--- src/rtl/irq_pkg.sv ---
package irq_pkg;
  localparam int SRC_COUNT = 6;
  localparam int EXT_COUNT = 2;
  localparam int IDX_W     = $clog2(SRC_COUNT);
  localparam int SRC_TMR0  = 1;
  localparam int SRC_TMR1  = 3;
  localparam int SRC_SER   = 4;
  localparam int SRC_T2    = 5;

  function automatic int ext_src(input int k);
    return 2 * k;
  endfunction
endpackage

--- src/rtl/irq_edge_cap.sv ---
module irq_edge_cap (
  input  logic clk,
  input  logic rst_n,
  input  logic smp_stb,
  input  logic pin_n,
  input  logic edge_mode,
  input  logic sw_we,
  input  logic sw_val,
  input  logic hw_clr,
  output logic flag
);
  logic pin_q;
  logic fall;

  assign fall = pin_q & ~pin_n;

  always_ff @(posedge clk or negedge rst_n) begin
    if (!rst_n) begin
      pin_q <= 1'b1;
      flag  <= 1'b0;
    end else begin
      if (smp_stb) pin_q <= pin_n;
      if (sw_we)
        flag <= sw_val;
      else if (smp_stb)
        flag <= edge_mode ? ((flag & ~hw_clr) | fall) : ~pin_n;
      else if (hw_clr)
        flag <= 1'b0;
    end
  end
endmodule

--- src/rtl/irq_pick.sv ---
module irq_pick #(
  parameter int N = 6,
  parameter int W = $clog2(N)
) (
  input  logic [N-1:0] req,
  output logic         any,
  output logic [W-1:0] idx
);
  always_comb begin
    idx = '0;
    for (int i = N - 1; i >= 0; i--) begin
      if (req[i]) idx = W'(i);
    end
  end
  assign any = |req;
endmodule

--- src/rtl/irq_nest.sv ---
module irq_nest (
  input  logic       clk,
  input  logic       rst_n,
  input  logic       ret_fire,
  input  logic       take_hi,
  input  logic       take_lo,
  output logic [1:0] act
);
  always_ff @(posedge clk or negedge rst_n) begin
    if (!rst_n) begin
      act <= 2'b00;
    end else if (ret_fire) begin
      if (act[1]) act[1] <= 1'b0;
      else        act[0] <= 1'b0;
    end else begin
      if (take_hi) act[1] <= 1'b1;
      if (take_lo) act[0] <= 1'b1;
    end
  end
endmodule

--- src/rtl/irq_arbiter2.sv ---
module irq_arbiter2
  import irq_pkg::*;
(
  input  logic                 clk,
  input  logic                 rst_n,
  input  logic                 smp_stb,
  input  logic [EXT_COUNT-1:0] ext_pin_n,
  input  logic [EXT_COUNT-1:0] ext_edge_mode,
  input  logic [EXT_COUNT-1:0] ext_sw_we,
  input  logic [EXT_COUNT-1:0] ext_sw_val,
  input  logic [1:0]           tmr_flag,
  input  logic [1:0]           ser_flag,
  input  logic [1:0]           t2_flag,
  input  logic [SRC_COUNT-1:0] src_en,
  input  logic                 glob_en,
  input  logic [SRC_COUNT-1:0] src_hi,
  input  logic                 last_cyc,
  input  logic                 ins_reti,
  input  logic                 ins_cfg_wr,
  output logic                 vec_vld,
  output logic [IDX_W-1:0]     vec_idx,
  output logic                 vec_hi,
  output logic [SRC_COUNT-1:0] hw_clr,
  output logic [EXT_COUNT-1:0] ext_flag,
  output logic [1:0]           act_lvl
);
  logic [SRC_COUNT-1:0] cur, snap, elig, hi_req, lo_req, auto_clr, clr_now;
  logic                 hi_any, lo_any, gate_ok, take_hi, take_lo, ret_fire;
  logic [IDX_W-1:0]     hi_idx, lo_idx, sel_idx;

  // external capture, one per external source
  for (genvar k = 0; k < EXT_COUNT; k++) begin : g_ext
    irq_edge_cap u_cap (
      .clk      (clk),
      .rst_n    (rst_n),
      .smp_stb  (smp_stb),
      .pin_n    (ext_pin_n[k]),
      .edge_mode(ext_edge_mode[k]),
      .sw_we    (ext_sw_we[k]),
      .sw_val   (ext_sw_val[k]),
      .hw_clr   (clr_now[ext_src(k)]),
      .flag     (ext_flag[k])
    );
  end

  always_comb begin
    cur      = '0;
    auto_clr = '0;
    for (int k = 0; k < EXT_COUNT; k++) begin
      cur[ext_src(k)]      = ext_flag[k];
      auto_clr[ext_src(k)] = ext_edge_mode[k];
    end
    cur[SRC_TMR0]      = tmr_flag[0];
    cur[SRC_TMR1]      = tmr_flag[1];
    cur[SRC_SER]       = |ser_flag;
    cur[SRC_T2]        = |t2_flag;
    auto_clr[SRC_TMR0] = 1'b1;
    auto_clr[SRC_TMR1] = 1'b1;
  end

  // polling works on the snapshot taken at the previous strobe
  assign elig   = snap & src_en & {SRC_COUNT{glob_en}};
  assign hi_req = elig & src_hi;
  assign lo_req = elig & ~src_hi;

  irq_pick #(.N(SRC_COUNT), .W(IDX_W)) u_pick_hi (.req(hi_req), .any(hi_any), .idx(hi_idx));
  irq_pick #(.N(SRC_COUNT), .W(IDX_W)) u_pick_lo (.req(lo_req), .any(lo_any), .idx(lo_idx));

  assign gate_ok  = smp_stb & last_cyc & ~ins_reti & ~ins_cfg_wr;
  assign take_hi  = gate_ok & hi_any & ~act_lvl[1];
  assign take_lo  = gate_ok & ~take_hi & lo_any & ~act_lvl[1] & ~act_lvl[0];
  assign ret_fire = smp_stb & last_cyc & ins_reti;
  assign sel_idx  = take_hi ? hi_idx : lo_idx;

  always_comb begin
    clr_now = '0;
    if (take_hi || take_lo) clr_now[sel_idx] = auto_clr[sel_idx];
  end

  irq_nest u_nest (
    .clk     (clk),
    .rst_n   (rst_n),
    .ret_fire(ret_fire),
    .take_hi (take_hi),
    .take_lo (take_lo),
    .act     (act_lvl)
  );

  always_ff @(posedge clk or negedge rst_n) begin
    if (!rst_n) begin
      snap    <= '0;
      vec_vld <= 1'b0;
      vec_idx <= '0;
      vec_hi  <= 1'b0;
      hw_clr  <= '0;
    end else begin
      if (smp_stb) snap <= cur & ~clr_now;
      vec_vld <= take_hi | take_lo;
      hw_clr  <= clr_now;
      if (take_hi || take_lo) begin
        vec_idx <= sel_idx;
        vec_hi  <= take_hi;
      end
    end
  end
endmodule

--- config.mk ---
export PLATFORM = sky130hd
export DESIGN_NAME = irq_arbiter2
export DESIGN_NICKNAME = d
export VERILOG_FILES = /design/src/rtl/irq_pkg.sv /design/src/rtl/irq_edge_cap.sv /design/src/rtl/irq_pick.sv /design/src/rtl/irq_nest.sv /design/src/rtl/irq_arbiter2.sv
export SDC_FILE = /design/constraint.sdc
export NUM_CORES = 1
export LEC_CHECK = 0
export BUFFER_PORTS_ARGS = -buffer_cell sky130_fd_sc_hd__buf_2
export CAP_MARGIN = 20
export CORE_ASPECT_RATIO = 0.8
export CORE_MARGIN = 5
export CORE_UTILIZATION = 35
export DETAILED_ROUTE_END_ITERATION = 10
export GPL_ROUTABILITY_DRIVEN = 1
export PLACE_DENSITY_LB_ADDON = 0.15
export SLEW_MARGIN = 30
export SYNTH_ARGS = -nofsm -noshare
export SYNTH_HDL_FRONTEND = slang
export SYNTH_SLANG_ARGS = --single-unit
export TNS_END_PERCENT = 30
--- constraint.sdc ---
create_clock -name clk -period 2.4 [get_ports clk]
set_input_delay 0.12 -clock clk [delete_from_list [all_inputs] [get_ports clk]]
set_output_delay 0.12 -clock clk [all_outputs]
set_load 0.005 [all_outputs]
==> results of run 1 <==
==> logic make-up (layout without fill, tap and decap cells) <==
logic type	count (synthesis)	in the layout
simple gates	56	56
compound gates	31	31
flops	23	23
buf+inv	10	57
mux	5	5
other cells	1	2
==> worst min-delay path: cells and delay by family <==
| family | cells | cell delay, ps |
|---|---|---|
| AO/OA/AOI/OAI | 2 | 120 |
| buffers and inverters | 1 | 70 |
==> registers in the layout, summed over array words and instances (netlist names) <==
| register | count |
|---|---|
| u_nest.act | 2 |
| snap | 6 |
| g_ext.u_cap.pin_q | 2 |
| g_ext.u_cap.flag | 2 |
| vec_hi | 1 |
| hw_clr | 6 |
| vec_vld | 1 |
| vec_idx | 3 |
==> metrics by stage <==
| stage | std cells | setup slack, ps |
|---|---|---|
| 2_1_floorplan | 127 | 737 |
| 3_3_place_gp | 213 | 541 |
| 3_5_place_dp | 213 | 532 |
| 4_1_cts | 218 | 511 |
| 5_1_grt | 218 | 358 |
| 6_report | 218 | 501 |
==> metal layers <==
layer / wire length (um) / vias to the layer above / global-route usage [%]
li1: - / 571 / -
met1: 1540 / 537 / 18.4
met2: 1590 / 26 / 23.2
met3: 167 / 2 / 4.31
met4: 13 / 0 / 2.62
met5: 0 / - / 0
==> final cells by class <==
| cell class | instances | area, um^2 | area share, % |
|---|---|---|---|
| clock buffer | 4 | 45.0 | 2.75 |
| inverter | 4 | 15.0 | 0.915 |
| multi-input combinational | 94 | 694 | 42.3 |
| sequential | 23 | 578 | 35.2 |
| tap | 44 | 55.1 | 3.36 |
| timing repair buffer | 49 | 253 | 15.4 |
==> power by group through the flow <==
stage / Sequential [mW] / Clock, mW / Combinational [mW]
5_1_grt: 0.475 / 0.269 / 0.243
4_1_cts: 0.467 / 0.258 / 0.218
3_5_place_dp: 0.475 / 0 / 0.216
2_1_floorplan: 0.472 / 0 / 0.123
3_3_place_gp: 0.473 / 0 / 0.213
6_report: 0.467 / 0.246 / 0.215
==> cell usage after synthesis (2+ instances only) <==
cell type / n
and4b_1: 2
nand2b_1: 3
dfstp_2: 2
nand2_1: 6
and3_1: 2
nor4b_1: 2
o211ai_1: 2
nand4_1: 4
and4_4: 3
inv_1: 4
nand3b_1: 2
o21ai_1: 2
dfrtp_1: 21
and4_1: 2
a21o_1: 2
a31oi_1: 2
nor2_1: 10
a21oi_1: 4
nor2b_1: 2
o2bb2ai_2: 2
nand4b_1: 3
buf_4: 4
and2_1: 3
or2_1: 2
mux2_2: 2
mux2i_1: 3
o21ai_0: 5
==> path summary, 6_finish.rpt <==
kind / startpoint / endpoint / cells past startpoint / slack, ps
min: ext_sw_val[1] / g_ext[1].u_cap.flag / 3 / 90
min in group asynchronous: rst_n / snap[4] / 2 / 350
max reg2reg: snap[1] / g_ext[0].u_cap.flag / 6 / 500
max: snap[1] / g_ext[0].u_cap.flag / 6 / 500
min reg2reg: vec_idx[0] / vec_idx[0] / 1 / 480
max in group asynchronous: rst_n / g_ext[1].u_cap.pin_q / 2 / 1670
==> results.json, run 1 <==
{
  "synth_enable_flop_cells": 0,
  "drc": 0,
  "fmax_mhz": 527,
  "core_area_mm2": 0.00373,
  "port_buffers": 47,
  "status": "complete, no violations",
  "synth-simple-area-share_pct": 29.6,
  "layout.nets": 208,
  "cts_resized": 0,
  "yosysWarnings": 0,
  "overflow": 0,
  "synth_compound_area_share_pct": 18.4,
  "synth_area_per_cell_um2": 10.5,
  "core.rowCount": 20,
  "worst_setup_path_start_kind": "flop",
  "endpoint_kind": "flop",
  "setup_viol": 0,
  "first_iter_violations": 66,
  "routedWlPerCell_um": 15.2,
  "pwr-share-comb_pct": 23.1,
  "p_leak_nw": 0.780,
  "hold_violations": 0,
  "synthFlopType": "dfrtp_1",
  "syn-instance-count": 126,
  "post-route-period-util_pct": 79.1,
  "layout_commonest_cell": "buf_2",
  "p_per_area_mw_per_mm2": 565,
  "dieArea_mm2": 0.00512,
  "grt_pass1_wl_mm": 5.62,
  "clock_latency_ps": 270,
  "place_area_mm2": 0.00159,
  "diodes": 0,
  "switching_share_pct": 29.2,
  "pwr-share-clk_pct": 26.5,
  "ys_types": 52,
  "ios": 48,
  "mostFrequentLayoutCells": "buf_2, dfrtp_1, nor2_1",
  "finalWirelength_mm": 3.31,
  "max_slew.worst_pin.slew_ps": 551,
  "htreeDepth": 1,
  "internal-power_mw": 0.656,
  "cts_setup_buffers": 0,
  "route.vias.total": 1136,
  "path_clk_slew_ps": 90,
  "ys_seq_area_share_pct": 43.7,
  "power_mw": 0.927,
  "hold_buffers": 1,
  "yosys.area.top_type_share_pct": 39.7,
  "grt_pass1_vias": 1200,
  "clock_skew_ps": 8.24,
  "arrival_ps": 2050,
  "crit_chain": "and4_1, nor4_4, o211ai_1, o32ai_2, and4_4, o21ai_2",
  "final_layout_size_suffix_gt1_share_pct": 40.8,
  "synth_fa_ha_area_share_pct": 0,
  "synthMuxAreaShare_pct": 3.97,
  "cp.required_ps": 2550,
  "cap_violations": 0,
  "critPathKind": "reg2reg",
  "worst-path-max-fanout": 5,
  "die_w_um": 78.7,
  "relSlewSlack_pct": 62.9,
  "seq_power_share_pct": 50.4,
  "yosysTopAreaCell": "dfrtp_1",
  "cts_tree": "built",
  "drt-vias-per-instance": 5.21,
  "crit_path_top_delay_cell": "dfrtp_1",
  "start_util_pct": 35.5,
  "netlist_area_mm2": 0.00132,
  "die_h_um": 65.0,
  "maxSlewViolCount": 0,
  "rsz0062_at_grt": "no",
  "synth-async-reset-ratio_pct": 100,
  "hold_class": "in2reg",
  "ant_nets": 0,
  "drtPass1Iterations": 4,
  "synth_xor_xnor_area_share_pct": 0,
  "gp_congestion": 0.879,
  "grt_start_max_net_pins": 24,
  "ys_ff_latch": 23,
  "num-fill-cells": 359,
  "switchingPower_mw": 0.271,
  "synth_top_family_by_area": "simple AND/OR/NAND/NOR gates",
  "finalCoreUtilization_pct": 44.0,
  "numClockSinks": 23,
  "yosys-top-cells-area": "dfrtp_1, dfstp_2, nor2_1",
  "max_stage_delay_ps": 420,
  "irDropWorstVdd_v": 0.000307,
  "path_delay_family": "simple AND/OR/NAND/NOR gates",
  "crit_buf_inv": 0,
  "dp_hpwl_mm": 2.65,
  "syn_to_final_growth_pct": 24.0,
  "holdWs_ps": 85.2,
  "cts_buffer_depth": 2,
  "fin_setup_tns_ps": 0,
  "antenna_found_initial": 0,
  "fin_area_mm2": 0.00164,
  "post-route-min-period_ps": 1900,
  "grt.total_usage_pct": 14.1,
  "cts_made_buffers": 3,
  "cts_root_buffer": "clkbuf_8"
}
No activity file was read; power rests on OpenSTA's default activity.
==> inputs of run 2 (changes only) <==
==> constraint.sdc (replaced) <==
create_clock -name clk -period 1.9 [get_ports clk]
set_input_delay 0.095 -clock clk [delete_from_list [all_inputs] [get_ports clk]]
set_output_delay 0.095 -clock clk [all_outputs]
set_load 0.005 [all_outputs]
==> run 2 against run 1 <==
Power up 26%. Via count up 2.8%. Combinational power up 35%. Die area unchanged. Clock power up 20%. Fmax up 2.0%. Critical endpoint unchanged. Highest routed layer unchanged.
==> results.json, run 2 (synthesis gave the netlist of run 1 again) <==
{
  "rsz0062_at_grt": "yes",
  "start_util_pct": 35.5,
  "mostFrequentLayoutCells": "buf_2, dfrtp_1, nor2_1",
  "arrival_ps": 2010,
  "core_area_mm2": 0.00373,
  "routedWlPerCell_um": 15.2,
  "ios": 48,
  "power_mw": 1.17,
  "num-fill-cells": 371,
  "syn_to_final_growth_pct": 26.1,
  "reg_top3": "hw_clr (6), snap (6), vec_idx (3)",
  "htreeDepth": 1,
  "dp_hpwl_mm": 2.74,
  "cap_violations": 0,
  "hold_class": "in2reg",
  "drc": 0,
  "cts_tree": "built",
  "finalCoreUtilization_pct": 44.7,
  "cts_root_buffer": "clkbuf_8",
  "path_clk_slew_ps": 80,
  "cts_setup_buffers": 0,
  "stdcell_count": 221,
  "critPathKind": "reg2reg",
  "cts_buffer_depth": 2,
  "dp.cells": 216,
  "drt-vias-per-instance": 5.29,
  "cts_made_buffers": 3,
  "drtPass1Iterations": 4,
  "p_per_area_mw_per_mm2": 702,
  "relSlewSlack_pct": 65.6,
  "fin_setup_tns_ps": 0,
  "layout_commonest_cell": "buf_2",
  "antenna_found_initial": 0,
  "die_w_um": 78.7,
  "grt.total_usage_pct": 14.3,
  "cp.required_ps": 2050,
  "maxSlewViolCount": 0,
  "status": "complete, no violations",
  "die_h_um": 65.0,
  "core.rowCount": 20,
  "diodes": 0,
  "dieArea_mm2": 0.00512,
  "clock_skew_ps": 1.20,
  "hold_violations": 0,
  "overflow": 0,
  "endpoint_kind": "flop",
  "gp_congestion": 0.903,
  "ant_nets": 0,
  "numClockSinks": 23,
  "finalWirelength_mm": 3.36,
  "fmax_mhz": 537,
  "grt_pass1_wl_mm": 5.73,
  "final_layout_size_suffix_gt1_share_pct": 41.8,
  "worst_setup_path_start_kind": "flop",
  "p_leak_nw": 0.798,
  "irDropWorstVdd_v": 0.000619,
  "post-route-min-period_ps": 1860,
  "port_buffers": 47,
  "max_slew.worst_pin.slew_ps": 516,
  "post-route-period-util_pct": 98.0,
  "first_iter_violations": 69,
  "worst-path-max-fanout": 5,
  "clock_latency_ps": 260,
  "route.vias.total": 1168,
  "grt_start_max_net_pins": 24,
  "setup_viol": 0,
  "grt_pass1_vias": 1220,
  "layout.nets": 211
}
[run 2: routing by layer]
metal	vias to the layer above	global-route usage, %	routed length (um)	part of all wire, %
met4	0	2.62	29	0.86
li1	579	-	-	-
met3	4	3.89	194	5.8
met5	-	0	0	0
met1	548	18.5	1530	46
met2	37	24.2	1600	48
[run 2: power by group]
group	switching, mW	total [mW]	internal [mW]
registers	0.0373	0.587	0.549
logic	0.149	0.290	0.141
clock network	0.146	0.295	0.149
[run 2: final cells by class]
class / count / area, um^2 / area share, %
Tap cell: 44 / 55.1 / 3.30
Clock buffer: 4 / 45.0 / 2.70
Timing Repair Buffer: 52 / 275 / 16.5
Sequential cell: 23 / 578 / 34.7
Multi-Input combinational cell: 94 / 699 / 41.9
Inverter: 4 / 15.0 / 0.900
[run 2: metrics by stage]
stage               cell area [um^2]  hold WS, ps  worst slack, ps
global placement                1610          105              117
detailed placement              1610          101             75.8
floorplan                       1330         -201              237
global route                    1670         81.5            -30.5
CTS                             1660         63.7             60.2
finish                          1670         64.9             38.6
[run 2: worst max-delay path, stage by stage (launching register included)]
cell and delay, ps:
dfrtp_1 420, and4_1 210, nor4_4 270, o211ai_1 180, o32ai_2 310, and4_4 290
o21ai_2 60
[run 2: what timing repair did]
| item | CTS | global route |
|---|---|---|
| endpoints found under the hold margin | 21 | 0 |
| hold buffers | 1 | 0 |
| resized for setup | 0 | 1 |
| endpoints found under the setup margin | 0 | 4 |
[run 2: path summary, 6_finish.rpt]
path	startpoint	end	slack [ps]	cells after the start
min reg2reg	vec_idx[0]	vec_idx[0]	470	1
min	ext_sw_val[1]	g_ext[1].u_cap.flag	60	3
max reg2reg	snap[1]	g_ext[0].u_cap.flag	40	6
min in group asynchronous	rst_n	snap[4]	340	2
max	snap[1]	g_ext[0].u_cap.flag	40	6
max in group asynchronous	rst_n	g_ext[0].u_cap.pin_q	1190	2
==> inputs of run 3 (changes only) <==
--- a/config.mk
+++ b/config.mk
@@ -9,9 +9,10 @@
 export CAP_MARGIN = 20
 export CORE_ASPECT_RATIO = 0.8
 export CORE_MARGIN = 5
-export CORE_UTILIZATION = 35
+export CORE_UTILIZATION = 37
 export DETAILED_ROUTE_END_ITERATION = 10
 export GPL_ROUTABILITY_DRIVEN = 1
+export MAX_ROUTING_LAYER = met4
 export PLACE_DENSITY_LB_ADDON = 0.15
 export SLEW_MARGIN = 30
 export SYNTH_ARGS = -nofsm -noshare
==> run 3 against run 2 <==
Global-route usage fell by 1.0 points. Die area is 4.7% lower. Hold slack worse by 3.8 ps. Sequential share of layout area up 0.13 points. Setup slack gained 50 ps. Design area shrank 0.38%. Cell count decreased by 1.4%. Combinational power is 6% lower. Critical endpoint unchanged.
==> results.json, run 3 (synthesis gave the netlist of run 1 again) <==
{
  "status": "complete, no violations",
  "core_area_mm2": 0.00345,
  "irDropWorstVdd_v": 0.000484,
  "fin_setup_tns_ps": 0,
  "htreeDepth": 1,
  "ant_nets": 0,
  "grt_util_met1_pct": 16.7,
  "cts_buffer_depth": 2,
  "clock_latency_ps": 260,
  "p_leak_nw": 0.796,
  "core.rowCount": 19,
  "maxSlewViolCount": 0,
  "gp_congestion": 0.839,
  "antenna_found_initial": 0,
  "dp.cells": 213,
  "path_clk_slew_ps": 80,
  "first_iter_violations": 50,
  "grt_start_max_net_pins": 24,
  "place_area_mm2": 0.00160,
  "fin_area_mm2": 0.00166,
  "die_w_um": 76.8,
  "worst_setup_path_start_kind": "flop",
  "relSlewSlack_pct": 66.0,
  "ios": 48,
  "hold_class": "in2reg",
  "fmax_mhz": 552,
  "cts_root_buffer": "clkbuf_8",
  "diodes": 0,
  "start_util_pct": 38.4,
  "cp.required_ps": 2050,
  "post-route-min-period_ps": 1810,
  "route.vias.total": 1170,
  "endpoint_kind": "flop",
  "rsz0062_at_grt": "yes",
  "numClockSinks": 23,
  "dieArea_mm2": 0.00488,
  "grt_pass1_wl_mm": 5.19,
  "port_buffers": 47,
  "hold_violations": 0,
  "cts_made_buffers": 3,
  "layout_commonest_cell": "buf_2",
  "die_h_um": 63.5,
  "final_layout_size_suffix_gt1_share_pct": 42.6,
  "finalWirelength_mm": 3.12,
  "layout.nets": 210,
  "p_per_area_mw_per_mm2": 695,
  "dp_hpwl_mm": 2.49,
  "r2r_slack_ps": 90,
  "reg_top3": "hw_clr (6), snap (6), vec_idx (3)",
  "worst-path-max-fanout": 5,
  "grt_busiest_layer": "met2",
  "mostFrequentLayoutCells": "buf_2, dfrtp_1, nor2_1",
  "grt_use_met2_pct": 21.1,
  "cts_tree": "built",
  "max_slew.worst_pin.slew_ps": 510,
  "drc": 0,
  "power_mw": 1.16,
  "drtPass1Iterations": 5,
  "syn_to_final_growth_pct": 25.6,
  "setup_viol": 0,
  "stdcell_count": 218,
  "cap_violations": 0,
  "met3_usage_pct": 4.13,
  "drt-vias-per-instance": 5.37,
  "overflow": 0,
  "critPathKind": "reg2reg",
  "pre_cts_ws_ps": 77.9,
  "grt_pass1_vias": 1169,
  "grt.total_usage_pct": 13.3,
  "routedWlPerCell_um": 14.3,
  "post-route-period-util_pct": 95.4,
  "layout_setup_ws_ps": 88.2,
  "clock_skew_ps": 4.17,
  "arrival_ps": 1960
}
==> run 3: stage by stage <==
stage / utilization [%] / hold WS [ps]
global route: 48.2 / 60.8
floorplan: - / -201
finish: 48.2 / 61.1
CTS: 48.0 / 52.7
global placement: 46.4 / 95.6
detailed placement: 46.4 / 106
==> run 3: final timing paths <==
path                       depth (start not counted)                   end          start
min reg2reg                                        2            vec_idx[2]     vec_idx[2]
min                                                3   g_ext[0].u_cap.flag  ext_sw_val[0]
max                                                6   g_ext[0].u_cap.flag        snap[1]
min in group asynchronous                          2               snap[1]          rst_n
max reg2reg                                        6   g_ext[0].u_cap.flag        snap[1]
max in group asynchronous                          2  g_ext[0].u_cap.pin_q          rst_n
==> run 3: per-layer routing <==
metal | vias up | wire [um]
met5 | - | 0
met4 | 0 | 36
met3 | 4 | 188
met2 | 36 | 1470
met1 | 557 | 1430
li1 | 573 | -
==> run 3: power breakdown <==
group	switching [mW]	total, mW	leakage, nW	internal (mW)
clock	0.145	0.291	0.0255	0.146
sequential	0.0416	0.591	0.285	0.549
combinational	0.140	0.274	0.485	0.134
==> run 3: worst max-delay path: stages (launching register included) <==
cell,delay (ps)
dfrtp_1,440
and4_4,190
nor4_4,270
o211ai_1,180
o32ai_2,280
and4_4,280
o21ai_2,60
==> run 3: timing repair <==
item / in CTS / in global routing
hold endpoints to repair: 21 / 0
resized for setup: 0 / 3
setup endpoints to repair: 0 / 7
hold buffers: 1 / 0
buffers inserted: 0 / 0
==> run 3: final cells by class <==
class / count / area [um^2]
fillers: 314 / 1790
multi-input cells: 94 / 702
flip-flops and latches: 23 / 578
repair buffers: 51 / 268
well taps: 42 / 52.6
clock buffers: 3 / 41.3
inverters: 4 / 15.0
clock inverters: 1 / 5.00
